--- src/rtl/sup_pkg.sv ---
package sup_pkg;
  typedef struct packed {
    logic tmo;
    logic wdg;
  } sleep_cause_t;

  function automatic int cnt_width(input int len);
    return (len < 2) ? 1 : $clog2(len + 1);
  endfunction
endpackage

--- src/rtl/sup_timer.sv ---
module sup_timer #(
  parameter int LEN = 16
) (
  input  logic clk,
  input  logic rst,
  input  logic clr,
  output logic hit
);
  localparam int W = sup_pkg::cnt_width(LEN);
  localparam logic [W-1:0] LAST = W'(LEN - 1);

  logic [W-1:0] cnt_q;

  assign hit = ~clr & (cnt_q == LAST);

  always_ff @(posedge clk) begin
    if (rst || clr) begin
      cnt_q <= '0;
    end else if (!hit) begin
      cnt_q <= cnt_q + 1'b1;
    end
  end

  // the count never runs past its terminal value
  assert_no_overflow_R3: assert property (@(posedge clk) disable iff (rst)
    cnt_q <= LAST);

  // a cleared timer starts from zero on the next cycle
  assert_clear_zero_R10: assert property (@(posedge clk) disable iff (rst)
    clr |=> (cnt_q == '0));
endmodule

--- src/rtl/sup_arm.sv ---
module sup_arm (
  input  logic clk,
  input  logic rst,
  input  logic awake,
  input  logic wake_go,
  input  logic sleep_go,
  input  logic tok_start,
  input  logic tok_ok,
  input  logic tok_bad,
  input  logic cmd_flag,
  input  logic last_bit,
  input  logic busy,
  output logic armed,
  output logic restart
);
  logic first_wait_q;
  logic tok_pend_q;
  logic cmd_rx_q;
  logic bad_q;

  always_ff @(posedge clk) begin
    if (rst || sleep_go || (!awake && !wake_go)) begin
      first_wait_q <= 1'b0;
      tok_pend_q   <= 1'b0;
      cmd_rx_q     <= 1'b0;
      bad_q        <= 1'b0;
    end else if (wake_go) begin
      first_wait_q <= 1'b1;
      tok_pend_q   <= 1'b0;
      cmd_rx_q     <= 1'b0;
      bad_q        <= 1'b0;
    end else begin
      if (tok_ok) first_wait_q <= 1'b0;
      tok_pend_q <= tok_start | (tok_pend_q & ~tok_ok);
      cmd_rx_q   <= cmd_flag  | (cmd_rx_q & ~last_bit);
      if (tok_bad) bad_q <= 1'b1;
    end
  end

  assign restart = tok_ok & ~tok_bad & ~bad_q;
  assign armed   = (first_wait_q | tok_pend_q | cmd_rx_q | bad_q) & ~busy;

  // once an illegal token is latched no legal token restarts the count
  assert_bad_no_restart_R5: assert property (@(posedge clk) disable iff (rst)
    (awake && !sleep_go && tok_bad) |=> !restart);

  // nothing stays armed once the port is asleep
  assert_asleep_disarmed_R10: assert property (@(posedge clk) disable iff (rst)
    (!awake && !wake_go) |=> !armed);
endmodule

--- src/rtl/link_sleep_supervisor.sv ---
module link_sleep_supervisor #(
  parameter int TMO_CYCLES = 2000,
  parameter int WDG_CYCLES = 1000000
) (
  input  logic clk,
  input  logic rst,
  input  logic wake_i,
  input  logic tok_start_i,
  input  logic tok_ok_i,
  input  logic tok_bad_i,
  input  logic cmd_flag_i,
  input  logic last_bit_i,
  input  logic busy_i,
  input  logic sleep_req_i,
  output logic force_sleep_o,
  output logic awake_o,
  output logic cause_tmo_o,
  output logic cause_wdg_o
);
  import sup_pkg::*;

  logic awake_q, force_q;
  sleep_cause_t cause_q;
  logic wake_go, sleep_go;
  logic armed, restart;
  logic tmo_hit, wdg_hit, tmo_clr;

  assign wake_go  = wake_i & ~awake_q;
  assign sleep_go = awake_q & (sleep_req_i | tmo_hit | wdg_hit);
  assign tmo_clr  = ~awake_q | ~armed | restart;

  sup_arm u_arm (
    .clk       (clk),
    .rst       (rst),
    .awake     (awake_q),
    .wake_go   (wake_go),
    .sleep_go  (sleep_go),
    .tok_start (tok_start_i),
    .tok_ok    (tok_ok_i),
    .tok_bad   (tok_bad_i),
    .cmd_flag  (cmd_flag_i),
    .last_bit  (last_bit_i),
    .busy      (busy_i),
    .armed     (armed),
    .restart   (restart)
  );

  sup_timer #(.LEN(TMO_CYCLES)) u_tmo (
    .clk (clk),
    .rst (rst),
    .clr (tmo_clr),
    .hit (tmo_hit)
  );

  sup_timer #(.LEN(WDG_CYCLES)) u_wdg (
    .clk (clk),
    .rst (rst),
    .clr (~awake_q),
    .hit (wdg_hit)
  );

  always_ff @(posedge clk) begin
    if (rst) begin
      awake_q <= 1'b0;
      force_q <= 1'b0;
      cause_q <= '0;
    end else begin
      force_q <= awake_q & (tmo_hit | wdg_hit);
      if (wake_go) begin
        awake_q <= 1'b1;
        cause_q <= '0;
      end else if (sleep_go) begin
        awake_q <= 1'b0;
        if (tmo_hit || wdg_hit) begin
          cause_q.tmo <= tmo_hit;
          cause_q.wdg <= wdg_hit;
        end
      end
    end
  end

  assign force_sleep_o = force_q;
  assign awake_o       = awake_q;
  assign cause_tmo_o   = cause_q.tmo;
  assign cause_wdg_o   = cause_q.wdg;

  // a forced sleep is a single-cycle pulse
  assert_single_pulse_R9: assert property (@(posedge clk) disable iff (rst)
    force_sleep_o |=> !force_sleep_o);

  // the port is asleep whenever the pulse is out, with a cause recorded
  assert_pulse_asleep_R9: assert property (@(posedge clk) disable iff (rst)
    force_sleep_o |-> (!awake_o && (cause_tmo_o || cause_wdg_o)));

  // a wake seen while asleep opens a session
  assert_wake_opens_R1: assert property (@(posedge clk) disable iff (rst)
    (!awake_o && wake_i) |=> awake_o);

  // a busy engine never produces a timeout expiry
  assert_busy_quiet_R6: assert property (@(posedge clk) disable iff (rst)
    busy_i |-> !tmo_hit);

  // an idle sleeping port stays asleep and silent
  assert_asleep_idle_R10: assert property (@(posedge clk) disable iff (rst)
    (!awake_o && !wake_i) |=> (!awake_o && !force_sleep_o));

  // a host sleep request never produces a forced pulse by itself
  assert_req_no_pulse_R8: assert property (@(posedge clk) disable iff (rst)
    (awake_o && sleep_req_i && !tmo_hit && !wdg_hit) |=> !force_sleep_o);
endmodule

--- config.mk ---
export PLATFORM = sky130hd
export DESIGN_NAME = link_sleep_supervisor
export DESIGN_NICKNAME = d
export VERILOG_FILES = /design/src/rtl/sup_pkg.sv /design/src/rtl/sup_timer.sv /design/src/rtl/sup_arm.sv /design/src/rtl/link_sleep_supervisor.sv
export SDC_FILE = /design/constraint.sdc
export NUM_CORES = 1
export LEC_CHECK = 0
export ABC_AREA = 1
export BUFFER_PORTS_ARGS = -buffer_cell sky130_fd_sc_hd__buf_4
export CORE_UTILIZATION = 53
export DETAILED_ROUTE_END_ITERATION = 8
export MAX_ROUTING_LAYER = met4
export PLACE_DENSITY = 0.77
export SYNTH_ARGS = -nofsm -noshare
export SYNTH_HDL_FRONTEND = slang
export SYNTH_SLANG_ARGS = --single-unit
--- constraint.sdc ---
create_clock -name clk -period 1.3 [get_ports clk]
set_input_delay 0.13 -clock clk [delete_from_list [all_inputs] [get_ports clk]]
set_output_delay 0.13 -clock clk [all_outputs]
set_load 0.05 [all_outputs]
==> summary.md, run 1 <==
| Metric | Value |
|---|---|
| Post-DRT Antenna Nets | 0 |
| Final Cycle Share | 109% |
| Fin worst setup slack | -0.116 ns |
| Violated checks | negative setup slack |
| Worst setup path category | flop to flop |
| Num ports | 14 |
| First-pass GRT wire length | 9030 µm |
| CP required | 1.50 ns |
| Dpl cell area | 0.00251 mm² |
| Setup-failing EPs final | 17 |
| Clock Latency Late Sink | 0.30 ns |
| Vias/cell | 5.36 |
| Post-DP HPWL | 3670 µm |
| Drt wl/cell | 14.3 µm |
| Pre-CTS setup slack | -0.100 ns |
| Synth unique cells | 26 |
| Die height | 63.7 µm |
| FP Rows | 22 |
| Wirelength, routed | 5920 µm |
| Routed vias | 2221 |
| Total power | 2.37 mW |
| Full die area | 0.00405 mm² |
| Peak Freq | 0.706 GHz |
| TritonCTS clock tree | done |
| Fin area | 0.00289 mm² |
| P_leak | 1.17 nW |
| Starting Density | 55.0% |
| H-tree depth | 2 |
| Status | finished, violations left |
| Max-Slew Margin vs Limit | 64.8% |
| CTS buffer count | 5 |
| GR Util met3 | 6.16% |
| #FFs+latches synth | 39 |
| Met2 GRT Util | 50.7% |
| Met1 Use GR | 33.0% |
| Min cycle time layout | 1.42 ns |
| Unrepaired setup endpoints after global routing | yes |
| EDFF count, synth | 0 |
| Register area | 810 µm² |
| Clk buf depth | 2 |
| Multi-input gate area | 0.00130 mm² |
| Grt total ovfl | 0 |
| Final Hold Viols | 0 |
| Syn Nets | 317 |
| Core area | 0.00366 mm² |
| Worst min path class | input port to flop |
| Vias in the first global route | 2108 |
| Worst EP arrival | 1.62 ns |
| Synth-to-layout area growth | 43.7% |
| Placer Congestion | 0.906 |
| Top Usage Layer GRT | met2 |
| Peak VDD IR | 0.000646 V |
| Initial antenna violation count | 0 |
| Syn. warnings | 0 |
| Root Driver | clkbuf_8 |
| Seq/Total Area, Yosys | 38.8% |
| Critical path fanouts, max | 5 |
| Diodes inserted | 0 |
| Synth Area per Inst | 6.60 µm² |
| Slew Limit Fails | 0 |
| Synth Instances | 305 |
| Crit path capture type | flop |
| GRT Total Usage | 29.5% |
| Worst hold slack | 0.0497 ns |
| Worst Setup Start Kind | flop |
| Nets | 377 |
| DRC errors left | 0 |
| DRT iter0 DRCs | 196 |
| Reg clk slew, reported paths | 0.08 ns |
| Power per cell area | 819 mW/mm² |
| Final core utilization | 79.0% |
| TritonRoute pass-1 iters | 4 |
| Netlist area before placement | 0.00201 mm² |
| Share of layout cells above drive strength 1 | 40.2% |
| Clock tree sinks | 39 |
| Worst-Margin Slew | 0.527 ns |
| Max Cap Viol | 0 |
| Ys flop type | dfxtp_1 |
| Layout Skew | 0.00833 ns |
| Layout filler cell count | 249 |
| IO buf count | 13 |
| Largest net degree at the start of global routing | 14 |
| Ys async rst share | 0% |
| Die width | 63.7 µm |
## final timing paths
check	start	to	slack [ns]	depth (start not counted)
worst max-delay path	u_tmo.cnt_q[0]	u_arm.first_wait_q	-0.12	10
worst min register to register	u_wdg.cnt_q[19]	u_wdg.cnt_q[19]	0.48	2
worst min-delay path	tok_start_i	u_arm.tok_pend_q	0.05	3
worst max register to register	u_tmo.cnt_q[0]	u_arm.first_wait_q	-0.12	10
## stage by stage
| step | instances | setup TNS (ns) |
|---|---|---|
| global placement | 403 | -0.484 |
| detailed placement | 403 | -0.942 |
| global route | 414 | -3.06 |
| floorplan | 305 | -0.0541 |
| CTS | 412 | -0.326 |
| finish | 414 | -0.958 |
## critical path, cell delays in order, from the launching register on
cell,delay [ns]
dfxtp_4,0.36
ha_4,0.15
nand2_4,0.08
nor2_4,0.15
nand2_2,0.08
nor2_4,0.15
nand2_4,0.10
nand3_2,0.09
nand2_2,0.05
nand2_2,0.07
nor2_1,0.04
## Yosys cell counts, drive strengths merged, types with 2 or more instances
master	instances	area, µm²
a31oi	2	12.5
o21ai	17	85.1
nor3	9	61.3
ha	2	25.0
nand4	11	68.8
xor2	3	26.3
inv	47	176
nand2	69	262
nor2	53	206
or2	2	12.5
xnor2	3	26.3
dfxtp	39	781
a21oi	26	130
nand3	18	118
## layout make-up
| cell class | count | share of cell area [%] |
|---|---|---|
| Timing Repair Buffer | 55 | 14.7 |
| Sequential cell | 39 | 28.0 |
| Clock buffer | 5 | 2.38 |
| Inverter | 47 | 6.36 |
| Clock inverter | 3 | 1.51 |
| Tap cell | 48 | 2.08 |
| Multi-Input combinational cell | 217 | 45.0 |
## cells in the final DEF, fill, tap and decap left out, types with 3 or more instances in the layout
| cell | n |
|---|---|
| nand3_2 | 4 |
| a21oi_2 | 9 |
| nor2_2 | 11 |
| nand2_2 | 11 |
| dfxtp_1 | 22 |
| nor3_2 | 3 |
| nand4_1 | 11 |
| nand2_4 | 5 |
| nor2_4 | 7 |
| xor2_1 | 3 |
| dfxtp_2 | 14 |
| buf_4 | 52 |
| o21ai_2 | 4 |
| dfxtp_4 | 3 |
| nor2_1 | 35 |
| a21oi_1 | 17 |
| buf_6 | 3 |
| inv_2 | 3 |
| nand3_1 | 12 |
| nand2_1 | 53 |
| o21ai_0 | 9 |
| clkbuf_8 | 5 |
| xnor2_1 | 3 |
| nor3_1 | 4 |
| inv_1 | 42 |
| o21ai_1 | 4 |
## cell families after synthesis
family | after synthesis | share of synthesized area [%]
simple gates | 164 | 36.8
buf+inv | 49 | 9.25
compound gates | 45 | 11.3
flops | 39 | 38.8
xor+xnor | 6 | 2.61
fa+ha+maj | 2 | 1.24
## routing by layer
layer	up-vias	routed length, µm	part of all wire [%]
li1	1094	-	-
met1	1010	2290	39
met2	86	3110	52
met3	31	290	4.9
met4	0	231	3.9
met5	-	0	0
## report_power, final
part           leakage [nW]  switching [mW]  internal (mW)
clock network        0.0581           0.464          0.572
registers             0.324         0.00645           1.20
logic                 0.785          0.0730         0.0560
## sequential cells by signal, indices dropped and copies added, names as in the netlist
signal              count
awake_o                 1
u_arm.tok_pend_q        1
cause_wdg_o             1
u_arm.cmd_rx_q          1
u_wdg.cnt_q            20
u_arm.bad_q             1
u_arm.first_wait_q      1
cause_tmo_o             1
u_tmo.cnt_q            11
force_sleep_o           1
## repair_timing
item / 4_1_cts / 5_1_grt
resized for setup: 30 / 58
pin swaps: 16 / 19
hold buffers: 0 / 0
hold endpoints to repair: 0 / 0
setup endpoints to repair: 29 / 36
setup buffers: 1 / 3
Power figures use the tool's default switching activity.
==> run 2, diff against run 1 <==
--- a/config.mk
+++ b/config.mk
@@ -7,10 +7,12 @@
 export LEC_CHECK = 0
 export ABC_AREA = 1
 export BUFFER_PORTS_ARGS = -buffer_cell sky130_fd_sc_hd__buf_4
-export CORE_UTILIZATION = 53
+export CELL_PAD_IN_SITES_DETAIL_PLACEMENT = 1
+export CELL_PAD_IN_SITES_GLOBAL_PLACEMENT = 2
+export CORE_UTILIZATION = 30
 export DETAILED_ROUTE_END_ITERATION = 8
 export MAX_ROUTING_LAYER = met4
-export PLACE_DENSITY = 0.77
+export PLACE_DENSITY = 0.78
 export SYNTH_ARGS = -nofsm -noshare
 export SYNTH_HDL_FRONTEND = slang
 export SYNTH_SLANG_ARGS = --single-unit
==> run 2 against run 1 <==
The flow still finishes with violations (negative setup slack). Clock skew fell by 0.00063 ns. Total power down 5.3%. Worst hold slack gained 0.0030 ns. Setup slack gained 0.043 ns. Non-clock buffer count increased by 10. Die area grew 74%. Global-route usage is 10 points lower. Core utilization decreased by 32 points. Fmax up 3.1%. Highest routed layer unchanged.
==> summary.md, run 2 (synthesis gave the netlist of run 1 again) <==
| Metric | Value |
|---|---|
| Status | finished, violations left |
| Violated checks | negative setup slack |
| IO buf count | 13 (unchanged) |
| Num ports | 14 (unchanged) |
| Reg clk slew, reported paths | 0.08 ns (about the same) |
| Nets | 387 (+2.7%) |
| Unrepaired setup endpoints after global routing | yes |
| Vias/cell | 4.76 (-11%) |
| Setup-failing EPs final | 11 (-6) |
| Sw Share | 24.6% (+1.7 points) |
| Drt wl/cell | 13.9 µm (-2.8%) |
| Final Cycle Share | 106% (-3.3 points) |
| Root Driver | clkbuf_8 |
| Int Power | 1.69 mW (-7.4%) |
| Max Cap Viol | 0 (unchanged) |
| Pre-CTS setup slack | -0.174 ns (-0.0736 ns) |
| Worst EP arrival | 1.61 ns (about the same) |
| Worst hold slack | 0.0527 ns (+0.00298 ns) |
| Crit path capture type | flop |
| Placer Congestion | 0.790 (-13%) |
| Die height | 83.9 µm (+32%) |
| CP required | 1.54 ns (+0.04 ns) |
| Routed vias | 2157 (-2.9%) |
| Largest reg by FF count | u_wdg.cnt_q |
| Peak VDD IR | 0.000541 V (-16%) |
| Starting Density | 31.4% (-24 points) |
| Post-DP HPWL | 4670 µm (+27%) |
| R2r worst-path depth | 9 (-1) |
| Final Hold Viols | 0 (unchanged) |
| Worst setup path category | flop to flop |
| Clk buf depth | 2 (unchanged) |
| Diodes inserted | 0 (unchanged) |
| Critical path fanouts, max | 3 (-2) |
| Layout Skew | 0.00769 ns (-0.000630 ns) |
| FP Rows | 29 (+32%) |
| DRT iter0 DRCs | 37 (-81%) |
| Clock Latency Late Sink | 0.30 ns (about the same) |
| Full die area | 0.00705 mm² (+74%) |
| R2r endpoint | u_wdg.cnt_q[17] |
| Max reg flops | 20 (unchanged) |
| Reg-to-reg slack, setup | -0.07 ns (+0.04 ns) |
| Slew Limit Fails | 0 (unchanged) |
| Worst Setup Start Kind | flop |
| CP startpoint | u_wdg.cnt_q[1] |
| Min cycle time layout | 1.37 ns (-0.0428 ns) |
| Clock share of power | 39.8% (-3.9 points) |
| Core area | 0.00642 mm² (+75%) |
| TritonCTS clock tree | done |
| Largest net degree at the start of global routing | 14 (unchanged) |
| Worst-Margin Slew | 0.299 ns (-0.229 ns) |
| Worst min path class | input port to flop |
| Initial antenna violation count | 0 (unchanged) |
| Hold_sp | cmd_flag_i |
| Power per cell area | 740 mW/mm² (-9.6%) |
| Fin worst setup slack | -0.0735 ns (+0.0428 ns) |
| CTS buffer count | 5 (unchanged) |
| P_leak | 1.24 nW (+6.2%) |
| Post-DRT Antenna Nets | 0 (unchanged) |
| Comb pwr share | 6.7% (+1.3 points) |
| Biggest regs | u_wdg.cnt_q: 20 flops, u_tmo.cnt_q: 11 flops |
| Sw power | 553 µW (+1.8%) |
| Vias in the first global route | 2248 (+6.6%) |
| TritonRoute pass-1 iters | 6 (+2) |
| Layout filler cell count | 814 (+230%) |
| Clock tree sinks | 39 (unchanged) |
| Grt total ovfl | 0 (unchanged) |
| Wirelength, routed | 6290 µm (+6.3%) |
| Reg2Reg Launch Point | u_wdg.cnt_q[1] |
| Die width | 83.9 µm (+32%) |
| GRT Total Usage | 19.3% (-10 points) |
| Share of layout cells above drive strength 1 | 42.3% (+2.1 points) |
| Hold endpoint | u_arm.cmd_rx_q |
| Commonest non-fill, non-tap cells in the layout | buf_4, nand2_1, inv_1, nor2_1, dfxtp_1 |
| DRC errors left | 0 (unchanged) |
| Share of power burned in registers | 53.5% (+2.7 points) |
| Hold path cells | 3 (unchanged) |
| H-tree depth | 2 (unchanged) |
| First-pass GRT wire length | 10300 µm (+14%) |
| Max-Slew Margin vs Limit | 79.9% (+15 points) |
| Peak Freq | 0.728 GHz (+3.1%) |
| Most common cell after layout, fill and taps aside | buf_4 |
| Synth-to-layout area growth | 50.5% |
## run 2: how the worst max path moves through the flow
stage | end | slack [ns] | cells past startpoint
finish | u_wdg.cnt_q[17] | -0.07 | 9
global route | u_wdg.cnt_q[18] | -0.16 | 8
global placement | u_tmo.cnt_q[1] | -0.16 | 8
floorplan | u_wdg.cnt_q[12] | -0.03 | 8
detailed placement | u_tmo.cnt_q[1] | -0.17 | 8
CTS | u_wdg.cnt_q[18] | -0.06 | 8
## run 2: layout make-up
cell class / instances / area, µm² / share of cell area [%]
multi-input cells: 217 / 1320 / 43.6
flip-flops and latches: 39 / 816 / 26.9
repair buffers: 65 / 519 / 17.1
inverters: 47 / 188 / 6.19
well taps: 77 / 96.3 / 3.18
clock buffers: 7 / 86.3 / 2.85
clock inverters: 1 / 5.00 / 0.165
## run 2: repair_timing
| action | 4_1_cts | 5_1_grt |
|---|---|---|
| setup endpoints to repair | 34 | 36 |
| hold buffers | 0 | 0 |
| pin swaps | 12 | 27 |
| resized for setup | 32 | 67 |
| cloned | 0 | 0 |
| setup buffers | 4 | 6 |
## run 2: power by group through the flow
| stage | clock network (mW) | registers (mW) | logic, mW |
|---|---|---|---|
| 2_1_floorplan | 0 | 1.24 | 0.0511 |
| 3_3_place_gp | 0 | 1.23 | 0.122 |
| 3_5_place_dp | 0 | 1.23 | 0.125 |
| 4_1_cts | 0.926 | 1.20 | 0.129 |
| 5_1_grt | 0.972 | 1.20 | 0.163 |
| 6_report | 0.894 | 1.20 | 0.149 |
## run 2: worst max-delay path, cell delays in order (launching register included)
cell and delay, ns:
dfxtp_4 0.36, buf_4 0.10, buf_6 0.09, nand2_2 0.05, nor2_4 0.15, buf_6 0.12
nand2_2 0.06, nor2_2 0.12, nand3b_1 0.12, a21oi_2 0.13
## run 2: metal layers
layer | track usage, % | vias up | wire (µm)
li1 | - | 1118 | -
met2 | 34.0 | 18 | 3280
met1 | 22.5 | 1011 | 2790
met5 | - | - | 0
met3 | 4.15 | 10 | 126
met4 | 4.23 | 0 | 94
## run 2: stage by stage
step | total power, mW | instances | setup TNS (ns) | util [%] | cell area, µm²
2_1_floorplan | 1.29 | 305 | -0.0541 | - | 2070
3_3_place_gp | 1.35 | 436 | -0.988 | 40.2 | 2580
3_5_place_dp | 1.36 | 436 | -1.95 | 40.2 | 2580
6_report | 2.24 | 453 | -0.350 | 47.2 | 3030
4_1_cts | 2.26 | 447 | -0.373 | 43.5 | 2790
5_1_grt | 2.34 | 453 | -2.44 | 47.2 | 3030
==> run 3, diff against run 2 <==
--- a/config.mk
+++ b/config.mk
@@ -9,10 +9,12 @@
 export BUFFER_PORTS_ARGS = -buffer_cell sky130_fd_sc_hd__buf_4
 export CELL_PAD_IN_SITES_DETAIL_PLACEMENT = 1
 export CELL_PAD_IN_SITES_GLOBAL_PLACEMENT = 2
-export CORE_UTILIZATION = 30
+export CORE_UTILIZATION = 34
 export DETAILED_ROUTE_END_ITERATION = 8
 export MAX_ROUTING_LAYER = met4
-export PLACE_DENSITY = 0.78
+export PLACE_DENSITY = 0.82
+export REMOVE_ABC_BUFFERS = 1
 export SYNTH_ARGS = -nofsm -noshare
 export SYNTH_HDL_FRONTEND = slang
+export SYNTH_HIERARCHICAL = 1
 export SYNTH_SLANG_ARGS = --single-unit
==> constraint.sdc (replaced) <==
create_clock -name clk -period 1.4 [get_ports clk]
set_input_delay 0.14 -clock clk [delete_from_list [all_inputs] [get_ports clk]]
set_output_delay 0.14 -clock clk [all_outputs]
set_load 0.05 [all_outputs]
==> run 3 against run 2 <==
The run now ends clean. Critical path depth grew 2. Total power grew 0.59%. Sequential share of layout area up 0.65 points. Highest routed layer unchanged. Via count shrank 0.60%. Register-to-register slack gained 0.09 ns. Clock skew is 0.0013 ns lower. Global-route usage grew 0.93 points. Fmax fell by 0.48%. Area after synthesis is 6.1% higher. Synthesized cell count is 1.6% higher. Largest cell class unchanged.
==> summary.md, run 3 <==
| Metric | Value |
|---|---|
| Diodes inserted | 0 (unchanged) |
| Reg clk slew, reported paths | 0.08 ns (about the same) |
| CTS buffer count | 5 (unchanged) |
| Unrepaired setup endpoints after global routing | yes |
| Synth Instances | 310 (+1.6%) |
| Clock tree sinks | 39 (unchanged) |
| Hold path cells | 2 (-1) |
| TritonRoute pass-1 iters | 4 (-2) |
| Final Cycle Share | 98.6% (-7.1 points) |
| Netlist area before placement | 0.00214 mm² (+6.1%) |
| Critical path fanouts, max | 3 (unchanged) |
| Biggest regs | u_wdg/cnt_q: 20 flops, u_tmo/cnt_q: 11 flops |
| Pre-CTS setup slack | -0.0908 ns (+0.0829 ns) |
| Yosys top cell area share | 36.5% (-2.2 points) |
| Post-DRT Antenna Nets | 0 (unchanged) |
| Worst EP arrival | 1.57 ns (-0.04 ns) |
| Status | complete, no violations |
| Routed vias | 2144 (-0.60%) |
| Power per cell area | 789 mW/mm² (+6.6%) |
| Hold endpoint | force_sleep_o |
| Synth Area per Inst | 6.90 µm² (+4.4%) |
| Main combinational cell family by area after synthesis | simple AND/OR/NAND/NOR gates |
| Ys async rst share | 0% (unchanged) |
| Initial antenna violation count | 0 (unchanged) |
| #FFs+latches synth | 39 (unchanged) |
| Most common cell after layout, fill and taps aside | nand2_1 |
| DRT iter0 DRCs | 60 (+62%) |
| P_leak | 1.09 nW (-12%) |
| Min cycle time layout | 1.38 ns (+0.00658 ns) |
| Slowest stage cell, crit path | dfxtp_1 |
| Commonest non-fill, non-tap cells in the layout | nand2_1, buf_4, nor2_1, inv_1, dfxtp_1 |
| Synth unique cells | 24 (-7.7%) |
| Ys flop type | dfxtp_1 |
| Grt total ovfl | 0 (unchanged) |
| Clock share of power | 44.0% (+4.2 points) |
| Drt wl/cell | 13.3 µm (-4.5%) |
| Setup TNS | 0 ns (+0.350 ns) |
| Total power | 2.26 mW (+0.59%) |
| R2r endpoint | u_arm/cmd_rx_q |
| Number of hold buffers added after cts | 0 (unchanged) |
| Xor/xnor share of the synthesized area | 2.87% (+0.26 points) |
| Clk buf depth | 2 (unchanged) |
| First-pass GRT wire length | 9740 µm (-5.6%) |
| Starting Density | 35.7% (+4.3 points) |
| GRT Total Usage | 20.2% (+0.93 points) |
| Full die area | 0.00661 mm² (-6.2%) |
| Wirelength, routed | 5890 µm (-6.4%) |
| Comb pwr share | 6.2% (-0.5 points) |
| Synth-to-layout area growth | 33.8% |
| Vias/cell | 4.83 (+1.4%) |
| Setup-failing EPs final | 0 (-11) |
| Final Non-Filler Cells | 444 (-2.0%) |
| FP Rows | 28 (-3.4%) |
| Max Cap Viol | 0 (unchanged) |
| Dpl cell area | 0.00260 mm² (+0.92%) |
| Reg2Reg Launch Point | u_arm/cmd_rx_q |
| Share of layout cells above drive strength 1 | 34.7% (-7.6 points) |
| IO buf count | 13 (unchanged) |
| Core area | 0.00599 mm² (-6.7%) |
| Most instantiated cells after synthesis | nand2_1, nor2_1, inv_1, dfxtp_1, a21oi_1 |
| R2r worst-path depth | 11 (+2) |
| Nets | 380 (-1.8%) |
| Worst Setup Start Kind | flop |
| Reg-to-reg slack, setup | 0.02 ns (+0.09 ns) |
| Synth Area in Adders | 1.17% (-0.072 points) |
| Post-DP HPWL | 4710 µm (+0.68%) |
| Final core utilization | 47.7% (+0.54 points) |
| Max reg flops | 20 (unchanged) |
| Vias in the first global route | 2186 (-2.8%) |
| Placed insts | 434 (-0.46%) |
| Synth area leader | dfxtp_1 |
| CP peak stage delay | 0.35 ns (about the same) |
| Share of power burned in registers | 49.8% (-3.7 points) |
| Syn. warnings | 6 (+6) |
| Peak VDD IR | 0.000358 V (-34%) |
| H-tree depth | 2 (unchanged) |
| Largest reg by FF count | u_wdg/cnt_q |
| Int Power | 1.75 mW (+3.7%) |
| Top post-synthesis cells by area | dfxtp_1, nand2_1, nor2_1 |
| Die height | 81.3 µm (-3.1%) |
| Layout Skew | 0.00637 ns (-0.00133 ns) |
| Fin area | 0.00286 mm² (-5.7%) |
| Worst min path class | input port to flop |
| CP required | 1.59 ns (+0.05 ns) |
| Worst-Margin Slew | 0.310 ns (+0.0115 ns) |
| Most common cell in the netlist | nand2_1 |
| Worst hold slack | 0.0640 ns (+0.0113 ns) |
| Largest net degree at the start of global routing | 13 (-1) |
| Crit path capture type | flop |
| Placer Congestion | 0.824 (+4.3%) |
| Max-Slew Margin vs Limit | 79.2% (-0.77 points) |
| Compound-Gate Fraction of Synth Area | 8.84% (-2.5 points) |
| Sw Share | 22.3% (-2.3 points) |
| Hold_sp | rst |
| Final Hold Viols | 0 (unchanged) |
| Die width | 81.3 µm (-3.1%) |
| Post-synthesis mux area share | 0% (unchanged) |
| Sw power | 504 µW (-8.8%) |
| Clock Latency Late Sink | 0.30 ns (about the same) |
| Seq/Total Area, Yosys | 36.5% (-2.2 points) |
| Num ports | 14 (unchanged) |
| TritonCTS clock tree | done |
| CP cell instances | nor2_1, a21oi_1, nand2_1, nor2_2, nand2_2, nor2_4, nand2_2, nand3_2, nor2_4, nand3_4, nor2_2 |
| DRC errors left | 0 (unchanged) |
| Fin worst setup slack | 0.0199 ns (+0.0934 ns) |
| Synth Area in Simple Gates | 43.0% (+6.2 points) |
| Slew Limit Fails | 0 (unchanged) |
| Root Driver | clkbuf_8 |
| Peak Freq | 0.725 GHz (-0.48%) |
| Worst setup path category | flop to flop |
| EDFF count, synth | 0 (unchanged) |
-- run 3: cell count changes after synthesis, moves of 2 or more --
| cell | delta |
|---|---|
| nand3_2 | +4 |
| nand2_1 | -2 |
| nor3_1 | -4 |
| o21ai_0 | -10 |
| a31oi_1 | -2 |
| nand2_2 | +10 |
| a21oi_1 | +2 |
| nor2_4 | +10 |
| xnor2_1 | +2 |
| nand3b_1 | +3 |
| nor2_2 | +2 |
| inv_1 | -6 |
-- run 3: area by class of cell --
cell class	instances	area, µm²
tap	75	93.8
multi-input combinational	228	1310
fill	793	3130
timing repair buffer	52	390
clock inverter	2	35.0
inverter	42	158
sequential	39	788
clock buffer	6	82.6
-- run 3: power groups by stage --
stage	registers [mW]	logic (mW)	clock network, mW
after floorplan	1.16	0.0498	0
after global placement	1.15	0.124	0
after detailed placement	1.15	0.128	0
after CTS	1.12	0.133	1.03
after global routing	1.12	0.155	1.06
final	1.12	0.141	0.992
-- run 3: worst max path at each step --
| stage | startpoint | endpoint | slack (ns) | cells after the start |
|---|---|---|---|---|
| floorplan | awake_o | u_arm/cmd_rx_q | -0.54 | 11 |
| global placement | u_arm/bad_q | u_arm/cmd_rx_q | -0.03 | 11 |
| detailed placement | u_arm/cmd_rx_q | u_tmo/cnt_q[7] | -0.09 | 7 |
| CTS | u_wdg/cnt_q[1] | cause_tmo_o | -0.002 | 11 |
| global route | u_wdg/cnt_q[1] | u_arm/cmd_rx_q | -0.08 | 12 |
| finish | u_arm/cmd_rx_q | u_arm/cmd_rx_q | 0.02 | 11 |
-- run 3: what timing repair did --
action | in CTS | in global routing
setup buffers | 1 | 1
pin swaps | 9 | 12
resized for setup | 14 | 25
setup endpoints to repair | 18 | 29
endpoints found under the hold margin | 0 | 0
-- run 3: worst max-delay path: cells and delay by family (launching register included) --
family | cells | cell delay (ns)
and+or+nand+nor | 10 | 0.78
AOI/OAI and AO/OA | 1 | 0.14
DFF | 1 | 0.35
-- run 3: kinds of logic after synthesis --
| family | count (synthesis) |
|---|---|
| xor+xnor | 7 |
| simple gates | 182 |
| fa+ha+maj | 2 |
| buf+inv | 43 |
| flops | 39 |
| compound gates | 37 |
-- run 3: metal layers --
layer	vias to the layer above	global-route usage [%]	share of wire, %
li1	1101	-	-
met1	1010	21.7	44
met2	23	36.6	52
met3	10	3.93	2.5
met4	0	7.14	1.9
met5	-	-	0
